--- config.mk ---
export PLATFORM = sky130hd
export DESIGN_NAME = os_uart_rx
export DESIGN_NICKNAME = d
export VERILOG_FILES = /design/src/rtl/os_rx_pkg.sv /design/src/rtl/os_rx_line.sv /design/src/rtl/os_rx_engine.sv /design/src/rtl/os_rx_status.sv /design/src/rtl/os_uart_rx.sv
export SDC_FILE = /design/constraint.sdc
export NUM_CORES = 1
export LEC_CHECK = 0
export BUFFER_PORTS_ARGS = -buffer_cell sky130_fd_sc_hd__buf_2
export CAP_MARGIN = 20
export CORE_MARGIN = 8
export CORE_UTILIZATION = 55
export DETAILED_ROUTE_END_ITERATION = 16
export HOLD_SLACK_MARGIN = 0.08
export PLACE_DENSITY = 0.74
export SETUP_SLACK_MARGIN = 0.2
export SLEW_MARGIN = 20
export SYNTH_ARGS = -nofsm -noshare
export SYNTH_HDL_FRONTEND = slang
export SYNTH_SLANG_ARGS = --single-unit
--- constraint.sdc ---
create_clock -name clk -period 2.7 [get_ports clk]
set_clock_uncertainty 0.15 [all_clocks]
set_input_delay 0.405 -clock clk [delete_from_list [all_inputs] [get_ports clk]]
set_output_delay 0.405 -clock clk [all_outputs]
set_load 0.02 [all_outputs]
--- src/rtl/os_rx_pkg.sv ---
package os_rx_pkg;

  typedef enum logic [2:0] {
    S_IDLE,
    S_START,
    S_DATA,
    S_STOP,
    S_BRKW
  } rx_state_e;

  // majority of three samples
  function automatic logic vote3(input logic a, input logic b, input logic c);
    return (a & b) | (a & c) | (b & c);
  endfunction

  // any disagreement among three samples
  function automatic logic split3(input logic a, input logic b, input logic c);
    return (a ^ b) | (b ^ c);
  endfunction

  // classify an in-character falling edge by tick index within the bit:
  // bit 0 = late (restart current bit), bit 1 = early (begin next bit)
  function automatic logic [1:0] rs_zone(input int unsigned idx,
                                         input int unsigned first_smp,
                                         input int unsigned last_smp);
    logic [1:0] z;
    z[0] = (idx >= 1) && (idx < first_smp);
    z[1] = (idx > last_smp);
    return z;
  endfunction

endpackage

--- src/rtl/os_rx_line.sv ---
module os_rx_line #(
  parameter int MIN_IDLE = 3
) (
  input  logic clk,
  input  logic rst_n,
  input  logic tick,
  input  logic rxd,
  output logic line,
  output logic fall,
  output logic quiet_ok
);
  localparam int CW = $clog2(MIN_IDLE + 1);

  logic [1:0]    sync_q;
  logic          prev_q;
  logic [CW-1:0] run_q;

  always_ff @(posedge clk or negedge rst_n) begin
    if (!rst_n) begin
      sync_q <= '1;
      prev_q <= 1'b1;
      run_q  <= '0;
    end else begin
      sync_q <= {sync_q[0], rxd};
      if (tick) begin
        prev_q <= line;
        if (!line)                      run_q <= '0;
        else if (run_q != CW'(MIN_IDLE)) run_q <= run_q + 1'b1;
      end
    end
  end

  assign line     = sync_q[1];
  assign fall     = tick & prev_q & ~line;
  assign quiet_ok = (run_q == CW'(MIN_IDLE));

endmodule

--- src/rtl/os_rx_engine.sv ---
module os_rx_engine
  import os_rx_pkg::*;
#(
  parameter int OSR       = 16,
  parameter int SMP_FIRST = 8,
  parameter int DW        = 9
) (
  input  logic          clk,
  input  logic          rst_n,
  input  logic          tick,
  input  logic          line,
  input  logic          fall,
  input  logic          quiet_ok,
  input  logic          nine_bit,
  output logic          done_o,
  output logic [DW-1:0] word_o,
  output logic          fe_o,
  output logic          nf_o,
  output logic          brk_o
);
  localparam int RTW = $clog2(OSR);
  localparam int BW  = $clog2(DW + 1);
  localparam logic [RTW-1:0] I_S0  = RTW'(SMP_FIRST - 1);
  localparam logic [RTW-1:0] I_S1  = RTW'(SMP_FIRST);
  localparam logic [RTW-1:0] I_S2  = RTW'(SMP_FIRST + 1);
  localparam logic [RTW-1:0] I_END = RTW'(OSR - 1);
  localparam logic [RTW-1:0] I_ONE = RTW'(1);

  rx_state_e     state_q;
  logic [RTW-1:0] rt_q;
  logic [BW-1:0]  bidx_q;
  logic [1:0]     s_q;
  logic [DW-1:0]  word_q;
  logic           nf_q;

  logic          vote, odd, decide, in_frame;
  logic [1:0]    zone;
  logic          resync_late, resync_early, bit_end, false_start;
  logic [BW-1:0] last_idx;

  assign vote     = vote3(s_q[0], s_q[1], line);
  assign odd      = split3(s_q[0], s_q[1], line);
  assign in_frame = (state_q == S_START) || (state_q == S_DATA) || (state_q == S_STOP);
  assign decide   = tick && in_frame && (rt_q == I_S2);
  assign zone     = rs_zone(32'(rt_q), 32'(I_S0), 32'(I_S2));
  assign resync_late  = fall && (state_q == S_DATA) && zone[0];
  assign resync_early = fall && (state_q == S_DATA) && zone[1];
  assign bit_end  = tick && ((state_q == S_START) || (state_q == S_DATA)) &&
                    ((rt_q == I_END) || resync_early);
  assign false_start = decide && (state_q == S_START) && vote;
  assign last_idx = nine_bit ? BW'(DW - 1) : BW'(DW - 2);

  assign done_o = decide && (state_q == S_STOP);
  assign word_o = word_q;
  assign fe_o   = ~vote;
  assign nf_o   = nf_q | odd;
  assign brk_o  = ~vote && (word_q == '0);

  always_ff @(posedge clk or negedge rst_n) begin
    if (!rst_n) begin
      state_q <= S_IDLE;
      rt_q    <= '0;
      bidx_q  <= '0;
      s_q     <= '0;
      word_q  <= '0;
      nf_q    <= 1'b0;
    end else if (tick) begin
      case (state_q)
        S_IDLE: begin
          if (fall && quiet_ok) begin
            state_q <= S_START;
            rt_q    <= I_ONE;
            bidx_q  <= '0;
            word_q  <= '0;
            nf_q    <= 1'b0;
          end
        end
        S_BRKW: begin
          if (line) state_q <= S_IDLE;
        end
        default: begin
          if (resync_late || resync_early) rt_q <= I_ONE;
          else if (rt_q == I_END)          rt_q <= '0;
          else                             rt_q <= rt_q + 1'b1;
          if (rt_q == I_S0) s_q[0] <= line;
          if (rt_q == I_S1) s_q[1] <= line;
          if (decide) begin
            case (state_q)
              S_START: if (vote) state_q <= S_IDLE; else nf_q <= odd;
              S_DATA: begin
                word_q[bidx_q] <= vote;
                nf_q           <= nf_q | odd;
              end
              default: state_q <= brk_o ? S_BRKW : S_IDLE;
            endcase
          end
          if (bit_end && !false_start) begin
            if (state_q == S_START) begin
              state_q <= S_DATA;
              bidx_q  <= '0;
            end else if (bidx_q == last_idx) begin
              state_q <= S_STOP;
            end else begin
              bidx_q <= bidx_q + 1'b1;
            end
          end
        end
      endcase
    end
  end


  quiet_gate_chk: assert property (@(posedge clk) disable iff (!rst_n)
    (state_q == S_IDLE && fall && !quiet_ok) |=> (state_q == S_IDLE));


  false_start_chk: assert property (@(posedge clk) disable iff (!rst_n)
    (tick && state_q == S_START && rt_q == I_S2 && s_q == 2'b11 && line) |=> (state_q == S_IDLE));


  brk_park_chk: assert property (@(posedge clk) disable iff (!rst_n)
    (state_q == S_BRKW) |-> !quiet_ok);

endmodule

--- src/rtl/os_rx_status.sv ---
module os_rx_status #(
  parameter int DW = 9
) (
  input  logic          clk,
  input  logic          rst_n,
  input  logic          done_i,
  input  logic [DW-1:0] word_i,
  input  logic          fe_i,
  input  logic          nf_i,
  input  logic          brk_i,
  input  logic          clr_i,
  output logic [DW-1:0] rx_data,
  output logic          rx_full,
  output logic          err_frame,
  output logic          err_noise,
  output logic          err_break,
  output logic          err_overrun
);
  logic full_eff;
  assign full_eff = rx_full & ~clr_i;

  always_ff @(posedge clk or negedge rst_n) begin
    if (!rst_n) begin
      rx_data     <= '0;
      rx_full     <= 1'b0;
      err_frame   <= 1'b0;
      err_noise   <= 1'b0;
      err_break   <= 1'b0;
      err_overrun <= 1'b0;
    end else begin
      if (clr_i) begin
        rx_full     <= 1'b0;
        err_frame   <= 1'b0;
        err_noise   <= 1'b0;
        err_break   <= 1'b0;
        err_overrun <= 1'b0;
      end
      if (done_i) begin
        if (full_eff) begin
          err_overrun <= 1'b1;
        end else begin
          rx_data   <= word_i;
          rx_full   <= 1'b1;
          err_frame <= fe_i;
          err_noise <= nf_i;
          err_break <= brk_i;
        end
      end
    end
  end


  fe_with_full_chk: assert property (@(posedge clk) disable iff (!rst_n)
    $rose(err_frame) |-> (rx_full && $past(done_i)));


  ovr_keeps_data_chk: assert property (@(posedge clk) disable iff (!rst_n)
    (rx_full && !clr_i && done_i) |=> ($stable(rx_data) && err_overrun));


  full_hold_chk: assert property (@(posedge clk) disable iff (!rst_n)
    (rx_full && !clr_i) |=> rx_full);

endmodule

--- src/rtl/os_uart_rx.sv ---
module os_uart_rx #(
  parameter int OSR       = 16,
  parameter int SMP_FIRST = 8,
  parameter int MIN_IDLE  = 3,
  parameter int DW        = 9
) (
  input  logic          clk,
  input  logic          rst_n,
  input  logic          tick,
  input  logic          rxd,
  input  logic          nine_bit,
  input  logic          clr,
  output logic [DW-1:0] rx_data,
  output logic          rx_full,
  output logic          err_frame,
  output logic          err_noise,
  output logic          err_break,
  output logic          err_overrun
);
  logic          line, fall, quiet_ok;
  logic          done, fe, nf, brk;
  logic [DW-1:0] word;

  os_rx_line #(.MIN_IDLE(MIN_IDLE)) u_line (
    .clk(clk), .rst_n(rst_n), .tick(tick), .rxd(rxd),
    .line(line), .fall(fall), .quiet_ok(quiet_ok)
  );

  os_rx_engine #(.OSR(OSR), .SMP_FIRST(SMP_FIRST), .DW(DW)) u_engine (
    .clk(clk), .rst_n(rst_n), .tick(tick), .line(line), .fall(fall),
    .quiet_ok(quiet_ok), .nine_bit(nine_bit), .done_o(done), .word_o(word),
    .fe_o(fe), .nf_o(nf), .brk_o(brk)
  );

  os_rx_status #(.DW(DW)) u_status (
    .clk(clk), .rst_n(rst_n), .done_i(done), .word_i(word), .fe_i(fe),
    .nf_i(nf), .brk_i(brk), .clr_i(clr), .rx_data(rx_data), .rx_full(rx_full),
    .err_frame(err_frame), .err_noise(err_noise), .err_break(err_break),
    .err_overrun(err_overrun)
  );


  tick_done_chk: assert property (@(posedge clk) disable iff (!rst_n)
    done |-> tick);

endmodule

== Yosys cells after proc, flatten, opt, wreduce, memory -nomap -nowiden ==
Index checks and enable logic that the tools add are counted.

* $add $sub $neg: 3
* Magnitude comparators: 5
* Eq/ne operators: 16
* Muxes and demuxes: 49
* Bitwise logic cells: 18
* Reduce and logical (&&, ||, !) cells: 36

{| class="wikitable"
|+ Operator list
! cell !! number
|-
| $mux W4 || 8
|-
| $mux W9 || 3
|-
| $mux W3 || 8
|-
| $mux W1 || 19
|-
| $pmux W9 S2 || 1
|-
| $pmux W4 S2 || 2
|-
| $logic_and A1 B1 Y1 || 15
|-
| $eq A4 B4 Y1 const B || 3
|-
| $pmux W3 S2 || 2
|-
| $reduce_and A3 Y1 || 4
|-
| $reduce_and A5 Y1 || 2
|-
| $bwmux W9 || 1
|-
| $logic_not A9 Y1 || 1
|-
| $add A4 B1 Y4 const B || 2
|-
| $ge A4 B1 Y1 const B || 2
|-
| $and A1 B1 Y1 || 6
|-
| $eq A3 B2 Y1 const B || 2
|-
| $ne A2 B2 Y1 const B || 3
|-
| $not A1 Y1 || 6
|-
| $reduce_and A6 Y1 || 1
|-
| $reduce_bool A2 Y1 || 3
|-
| $lt A4 B5 Y1 const B || 1
|-
| $demux W1 S4 || 1
|-
| $eq A4 B3 Y1 const B || 1
|-
| 20 further kinds || 30
|}

* Register bits: 42
* Bits of input ports: 6

== Logic depth before layout (Yosys ltp) ==
Gate-level depths: netlist of run 1.

* Depth after elaboration: 12
* Depth in mapped cells: 10
* Mapped depth without buffers: 8

== Modules after synthesis ==
Synthesis of run 1 repeated with hierarchy kept, for this count alone.

* Cells, all modules: 222
* Area, all modules: 2362.3 µm²

{| class="wikitable"
|+ Modules (own cells, without submodules)
! module !! instances !! cells each !! area an instance (µm²) !! seq. area each (µm²)
|-
| os_rx_engine || 1 || 172 || 1592.8 || 575.6
|-
| os_rx_status || 1 || 34 || 555.5 || 350.3
|-
| os_rx_line || 1 || 16 || 214.0 || 128.9
|}

== Worst setup path before layout of run 1 ==
No wires, ideal clock.

* Kind: register -> register
* Start: reg u_engine.rt_q[1]
* End: reg u_status.rx_data[0]
* Setup time: 0.125 ns
* Arrival time: 1.888 ns
* Required time: 2.425 ns
* Path slack: 0.537 ns
* Stages on the path, launching flop included: 10
* Path buffers: 1
* Clock period less this slack: 2.163 ns
* Cells stage by stage: dfrtp_1 -> inv_1 -> ha_1 -> and3b_2 -> nand2_1 -> nor2_1 -> nand3_1 -> a21oi_2 -> buf_4 -> mux2_2

* Cells in the longest elaborated chain, start to end: 4

{| class="wikitable"
|+ RTL lines
! element !! RTL line !! source
|-
| start, declared || os_rx_engine.sv:30 || <nowiki>logic [RTW-1:0] rt_q;</nowiki>
|-
| start signal, assigned || os_rx_engine.sv:84 || <nowiki>else rt_q <= rt_q + 1'b1;</nowiki>
|-
| $eq A4 B4 Y1 || os_rx_engine.sv:44 || <nowiki>assign decide = tick && in_frame && (rt_q == I_S2);</nowiki>
|-
| $logic_and A1 B1 Y1 || os_rx_engine.sv:44 ||
|-
| $logic_and A1 B1 Y1 || os_rx_engine.sv:53 || <nowiki>assign done_o = decide && (state_q == S_STOP);</nowiki>
|-
| $reduce_and A2 Y1 (no source line) || - ||
|-
| end signal, assigned || os_rx_status.sv:42 || <nowiki>rx_data <= word_i;</nowiki>
|-
| end, declared || os_rx_status.sv:12 || <nowiki>output logic [DW-1:0] rx_data,</nowiki>
|}

No other way between the ends.
A chain may end at the register's enable or synchronous reset.

== Final worst setup path of run 1 ==
* Start: reg u_engine.rt_q[1]
* End: reg u_status.rx_data[1]

Same word-level chain as after synthesis.

==> metrics, run 1 <==
Root Buffer clkbuf_8; fraction of the cycle the final worst path needs 0.866; CP max FO 5; violation count after the first detailed-routing iteration 73; number of global-route vias before repair between 1500 and 2000; first-pass GRT wire length 8.02 mm; Clock transition at path regs 0.08 ns; routed wirelength normalized by instance count 15.5 um; ratio of cells with drive above 1 in the final layout 0.215; sort of element at the end of the critical path flop; share of synthesized flip-flops with an asynchronous set or reset 1.00; number of cells on the worst reg-to-reg path 8; Unique masters post-synth around 50; run status finished, final reports clean; critical path data arrival time 2.37 ns; Final Core Density 0.641; top sig layer met4; cell count after synthesis 236; Die Footprint 6570 sq um; antenna-violating nets left 0; count of endpoints failing setup in the final report 0; Post CTS Setup Buffer Count 0; total number of H-tree levels 2; Post-Route Hold Slack 0.0865 ns; top post-synthesis cells by area dfrtp_1 42%, mux2i_1 6.0%, nand2_1 5.6%, ha_1 5.4%, mux2_2 4.8%; buffer and inverter count on the worst path 1; critical-path cell list inv_1 -> ha_1 -> and3b_2 -> nand2_1 -> nor2_1 -> nand3_2 -> a21oi_4 -> mux2_2; RSZ-0062 raised after global routing no; count of synthesis-stage warnings from yosys 0; global-route congestion overflow total 0; internal power component ~1.0 mW; fmax about 430 MHz; Chip Width 81.0 um; area share of the largest cell type after synthesis 0.420; Final Critical Period roughly 2.3 ns; type of element launching the critical path flop; Rows 23; endpoint of the worst-slack reg-to-reg timing path u_status.rx_data[1]$_DFFE_PN0P_; Final Hold Violating Endpoints 0; proportion of power drawn by combinational gates 0.243; area of the multi-input gates 1190 sq um; fill count 343; average vias per placed instance roughly 5.8; Worst Setup Path Type reg -> reg; slowest cell on the critical path dfrtp_1; max-cap check violation count 0; wire length on met3 189 um; Routed met1 length 2.34 mm; count of flip-flops with a built-in enable after synthesis 0; maximum ir drop on the vdd rail 0.418 mV; Net Sw Frac 0.334; total chip power between 1.5 and 2 mW; core region area roughly 4000 sq um; length of the first detailed-routing pass in iterations 4; reg2reg setup slack 0.36 ns; total wirelength of the detailed-routed design approximately 4.8 mm; worst slew margin relative to its limit 0.395; top post-synthesis cells by count 39 x dfrtp_1, 35 x nand2_1, 15 x nor2_1, 14 x mux2i_1, 14 x o21ai_0; portion of total power attributed to sequential cells 0.500; routability-driven placement congestion ratio 0.857; clock latency on the worst-skew pair 0.30 ns; Slew Limit Fails 0; total clock buffers created by CTS 5; Syn Area/Cell 9.86 sq um; placed wire-length estimate approximately 3.4 mm; flip-flop cell with the highest count after synthesis dfrtp_1; CTS tree built; initial antenna violation count 0; proportion of synthesized chip area in sequential cells 0.453; buffers from clock root to sink, at most 2; sequential cell area 1050 sq um; Worst R2R Start u_engine.rt_q[1]$_DFFE_PN0P_; maximum cell stage delay along the critical path 0.41 ns; Mapped Nets 252; Worst Tran Pin Value 0.907 ns; routed wl met2 2.17 mm; cell leakage power 1.22 nW; Final Net Count 275; dominant cell type by area after synthesis dfrtp_1; family with the most delay on the worst path simple AND/OR/NAND/NOR gates; leading cell type by number of instances after synthesis dfrtp_1; number of vias after detailed routing 1797; Synth Register Bits 42; Levels on crit path 8; Area Growth Syn to Fin 11.0%; setup total negative slack 0 ns; antenna cell count 0; starting utilization of the core area 0.577; maximum number of pins on one net before global-route repair 43; port bufs 19; Sinks on Clock Net 42; required arrival time at the worst endpoint 2.73 ns; clock network fraction of design power 0.258; net switching power 0.522 mW; Die Y 81.0 um; Hold Path Class in -> async; number of top-level pins 20; post-synthesis cell area 2330 sq um; number of DRC violations after detailed routing 0; GRT Resource Usage Total 0.156; PD cells 606 nW/um^2
## registers in the layout, summed over array words and instances (netlist names)
| register | flops |
|---|---|
| u_engine.word_o | 9 |
| u_status.rx_data | 9 |
| u_engine.bidx_q | 4 |
| u_engine.rt_q | 4 |
| u_engine.state_q | 3 |
| u_engine.s_q | 2 |
| u_line.run_q | 2 |
| u_line.sync_q | 2 |
| u_engine.nf_q | 1 |
| u_line.prev_q | 1 |
| u_status.err_break | 1 |
| u_status.err_frame | 1 |
| u_status.err_noise | 1 |
| u_status.err_overrun | 1 |
| u_status.rx_full | 1 |
## cells in the final DEF, fill, tap and decap left out, types with 2 or more instances in the layout
master / n
dfstp_2: 3
ha_1: 10
buf_4: 5
nand3_1: 4
dfrtp_1: 39
clkbuf_8: 5
o21ai_1: 7
a22oi_1: 2
a21oi_1: 12
nand3b_1: 2
o21a_1: 3
nor2b_1: 2
a22o_1: 2
nor3_1: 4
mux2_2: 10
o21ai_0: 14
buf_2: 19
nand3_2: 2
mux2i_1: 14
inv_1: 12
o2bb2ai_1: 4
nor3b_1: 2
a21oi_4: 2
nand4_1: 2
nand2_1: 35
nor2_1: 15
nor4_1: 3
## worst register-to-register path, delay by kind of cell, from the launching register on
kind                     cells  cell delay, ns
buffers and inverters        1            0.12
AND/OR/NAND/NOR              4            0.71
adder cells (fa/ha/maj)      1            0.22
AO/OA/AOI/OAI                1            0.26
multiplexers                 1            0.36
flip-flops                   1            0.41
## layer usage
layer  vias up  global-route usage
met1       876               0.214
met2        29               0.231
met4         0              0.0607
li1        885                   -
met3         7              0.0408
met5         -                   0
## cells by family after synthesis
kind of cell             after synthesis  synth area share
AND/OR/NAND/NOR                       81             0.176
multiplexers                          25             0.115
flip-flops                            42             0.453
AO/OA/AOI/OAI                         56             0.153
adder cells (fa/ha/maj)               10            0.0538
buffers and inverters                 22            0.0484
## how the worst max path moves through the flow
stage,start,end,slack [ns]
finish,u_engine.rt_q[1]$_DFFE_PN0P_,u_status.rx_data[1]$_DFFE_PN0P_,0.36
global route,u_engine.rt_q[1]$_DFFE_PN0P_,u_status.rx_data[1]$_DFFE_PN0P_,0.22
CTS,u_engine.rt_q[1]$_DFFE_PN0P_,u_status.rx_data[4]$_DFFE_PN0P_,0.21
detailed placement,u_engine.rt_q[1]$_DFFE_PN0P_,u_status.rx_data[3]$_DFFE_PN0P_,0.24
global placement,u_engine.rt_q[1]$_DFFE_PN0P_,u_status.rx_data[6]$_DFFE_PN0P_,0.32
floorplan,u_engine.rt_q[1]$_DFFE_PN0P_,u_status.rx_data[0]$_DFFE_PN0P_,0.54
## stage by stage
stage	area (sq um)	worst slack [ns]	std cells
2_1_floorplan	2330	0.537	236
3_3_place_gp	2450	0.322	300
3_5_place_dp	2450	0.237	300
4_1_cts	2550	0.208	309
5_1_grt	2580	0.220	310
6_report	2580	0.362	310
## what timing repair did
action | CTS | global route
endpoints found under the hold margin | 1 | 0
hold buffers | 1 | 0
setup endpoints to repair | 0 | 12
gates resized for setup | 0 | 3
## power groups by stage
stage               registers [mW]  clock network, mW  logic [mW]
detailed placement           0.793                  0       0.372
finish                       0.782              0.403       0.380
global route                 0.792              0.446       0.434
floorplan                    0.761                  0       0.312
global placement             0.789                  0       0.369
CTS                          0.780              0.414       0.380
## cell type report
type	count	area share
Clock buffer	5	0.0266
Clock inverter	3	0.00824
Inverter	12	0.0174
Multi-Input combinational cell	173	0.460
Sequential cell	42	0.408
Tap cell	50	0.0242
Timing Repair Buffer	25	0.0552
No activity file was read; power rests on OpenSTA's default activity.
==> run 2, diff against run 1 <==
--- a/config.mk
+++ b/config.mk
@@ -16,4 +16,5 @@
 export SLEW_MARGIN = 20
 export SYNTH_ARGS = -nofsm -noshare
 export SYNTH_HDL_FRONTEND = slang
+export SYNTH_HIERARCHICAL = 1
 export SYNTH_SLANG_ARGS = --single-unit
==> run 2 against run 1 <==
Cell area rose by 3.6%. Final cell count fell by 1.9%. Register-to-register slack got worse by 0.05 ns. First-iteration DRC count rose by 25%. Via count fell by 1.7%. Critical path depth did not move. Sequential power fell by 5.4%. Global-route usage rose by 0.086 points. Combinational power fell by 42%.
==> metrics, run 2 <==
CTS tree built; antenna-violating nets left 0; dominant cell type by area after synthesis dfrtp_1; Worst Tran Pin Value 0.926 ns; setup total negative slack 0 ns; number of vias after detailed routing 1766; violation count after the first detailed-routing iteration 91; Die Footprint 6650 sq um; worst slew margin relative to its limit 0.382; proportion of synthesized chip area in sequential cells 0.447; fill count 328; global-route congestion overflow total 0; commonest non-fill, non-tap cell in the layout dfrtp_1; Unique masters post-synth between 50 and 60; maximum cell stage delay along the critical path 0.49 ns; Synth Register Bits 42; port bufs 19; run status finished, final reports clean; number of cells on the worst reg-to-reg path 8; Final Critical Period 2.39 ns; Root Buffer clkbuf_8; share of synthesized flip-flops with an asynchronous set or reset 1.00; total clock buffers created by CTS 5; maximum number of pins on one net before global-route repair 43; Slew Limit Fails 0; critical-path cell list inv_2 -> ha_2 -> nand2b_1 -> or4_4 -> buf_4 -> a2111oi_4 -> and3_4 -> a32o_2; cell count after synthesis 222; antenna cell count 0; flip-flop cell with the highest count after synthesis dfrtp_1; Chip Width 81.5 um; top post-synthesis cells by area dfrtp_1 41%, ha_1 5.3%, mux2_4 4.4%, a32o_2 3.8%, dfstp_2 3.3%; first-pass GRT wire length between 8 and 9 mm; dpl ws 0.242 ns; count of synthesis-stage warnings from yosys 6; type of element launching the critical path flop; post-synthesis cell area roughly 2400 sq um; RSZ-0062 raised after global routing no; starting utilization of the core area 0.558; routability-driven placement congestion ratio between 0.7 and 0.8; number of global-route vias before repair 1726; Worst Setup Path Type reg -> reg; Final Hold Violating Endpoints 0; Die Y 81.5 um; length of the first detailed-routing pass in iterations 4; Rows 24; post-route setup slack 0.310 ns; number of top-level pins 20; critical path data arrival time 2.47 ns; slowest cell on the critical path or4_4; Mapped Nets 238; CP max FO 8; total number of H-tree levels 2; Area Growth Syn to Fin 13.3%; buffers from clock root to sink, at most 2; maximum ir drop on the vdd rail 0.388 mV; fmax 418 MHz; initial antenna violation count 0; GRT Resource Usage Total 0.157; fraction of the cycle the final worst path needs 0.885; count of endpoints failing setup in the final report 0; routed wirelength normalized by instance count 15.7 um; count of flip-flops with a built-in enable after synthesis 0; Clock transition at path regs 0.08 ns; clock latency on the worst-skew pair 0.30 ns; sort of element at the end of the critical path flop; Syn Area/Cell 10.6 sq um; core region area 4230 sq um; Sinks on Clock Net 42; number of DRC violations after detailed routing 0; cell leakage power around 1.3 nW; area share of the largest cell type after synthesis 0.413; placed wire-length estimate 3.49 mm; PD cells 543 nW/um^2; required arrival time at the worst endpoint 2.78 ns; ratio of cells with drive above 1 in the final layout 0.282; Hold Path Class in -> async; max-cap check violation count 0; highest-count cells in the layout ignoring fill and taps 39 x dfrtp_1, 19 x buf_2, 19 x nand2_1; leading cell type by number of instances after synthesis dfrtp_1; total wirelength of the detailed-routed design 4.77 mm; average vias per placed instance 5.81; Final Net Count 267; top post-synthesis cells by count 39 x dfrtp_1, 19 x nand2_1, 14 x inv_1, 14 x o21ai_0, 13 x nor2_1
-- run 2: worst max-delay path, delay by kind of cell, from the launching register on --
family,cells,cell delay (ns)
adder cells (fa/ha/maj),1,0.20
AO/OA/AOI/OAI,2,0.46
AND/OR/NAND/NOR,3,0.82
flip-flops,1,0.41
buffers and inverters,2,0.29
-- run 2: per-stage QoR --
stage	util	hold slack [ns]	instance area (sq um)	instances	total power, mW
after global placement	0.601	0.196	2540	295	0.961
after floorplan	-	-0.0406	2360	222	0.895
after global routing	0.632	0.125	2680	304	1.53
final	0.632	0.0911	2680	304	1.45
after detailed placement	0.601	0.199	2540	295	0.967
after CTS	0.629	0.121	2660	304	1.46
-- run 2: cell type report --
class	count	area, sq um	area share
multi-input combinational	158	1220	0.455
sequential	42	1050	0.394
timing repair buffer	29	173	0.0645
clock buffer	6	72.6	0.0271
tap	52	65.1	0.0243
inverter	15	56.3	0.0210
clock inverter	2	37.5	0.0140
-- run 2: cell families after synthesis --
group / count (synthesis) / share of synthesized area
multiplexers: 14 / 0.0768
adder cells (fa/ha/maj): 10 / 0.0530
flip-flops: 42 / 0.447
XOR/XNOR: 1 / 0.00371
buffers and inverters: 22 / 0.0434
AO/OA/AOI/OAI: 62 / 0.201
AND/OR/NAND/NOR: 71 / 0.175
-- run 2: path summary, 6_finish.rpt --
check,from,endpoint,slack (ns)
hold reg to reg,u_line/sync_q[0]$_DFF_PN1_,u_line/sync_q[1]$_DFF_PN1_,0.21
setup / recovery,u_engine/rt_q[1]$_DFFE_PN0P_,u_engine/word_o[0]$_DFFE_PN0P_,0.31
hold / removal,rst_n,u_engine/rt_q[0]$_DFFE_PN0P_,0.09
max in group asynchronous,rst_n,u_engine/bidx_q[3]$_DFFE_PN0P_,1.72
setup reg to reg,u_engine/rt_q[1]$_DFFE_PN0P_,u_engine/word_o[0]$_DFFE_PN0P_,0.31
min in group clk,clr,u_status/err_overrun$_DFF_PN0_,0.13
-- run 2: power breakdown --
group          internal [mW]  leakage, nW  switching [mW]
logic                 0.0896        0.664           0.132
clock network          0.276       0.0514           0.215
registers              0.673        0.550          0.0670
-- run 2: routing by layer --
layer  track usage  share of wire  routed length, um
met2         0.243           0.46               2210
met4        0.0786          0.016                 74
met5             0              0                  0
met3        0.0284          0.047                225
met1         0.206           0.47               2260
-- run 2: timing repair --
item | in CTS | in global routing
buffers inserted | 0 | 0
hold buffers | 1 | 0
endpoints found under the setup margin | 1 | 17
pin swaps | 1 | 3
resized for setup | 0 | 5
hold endpoints to repair | 1 | 0
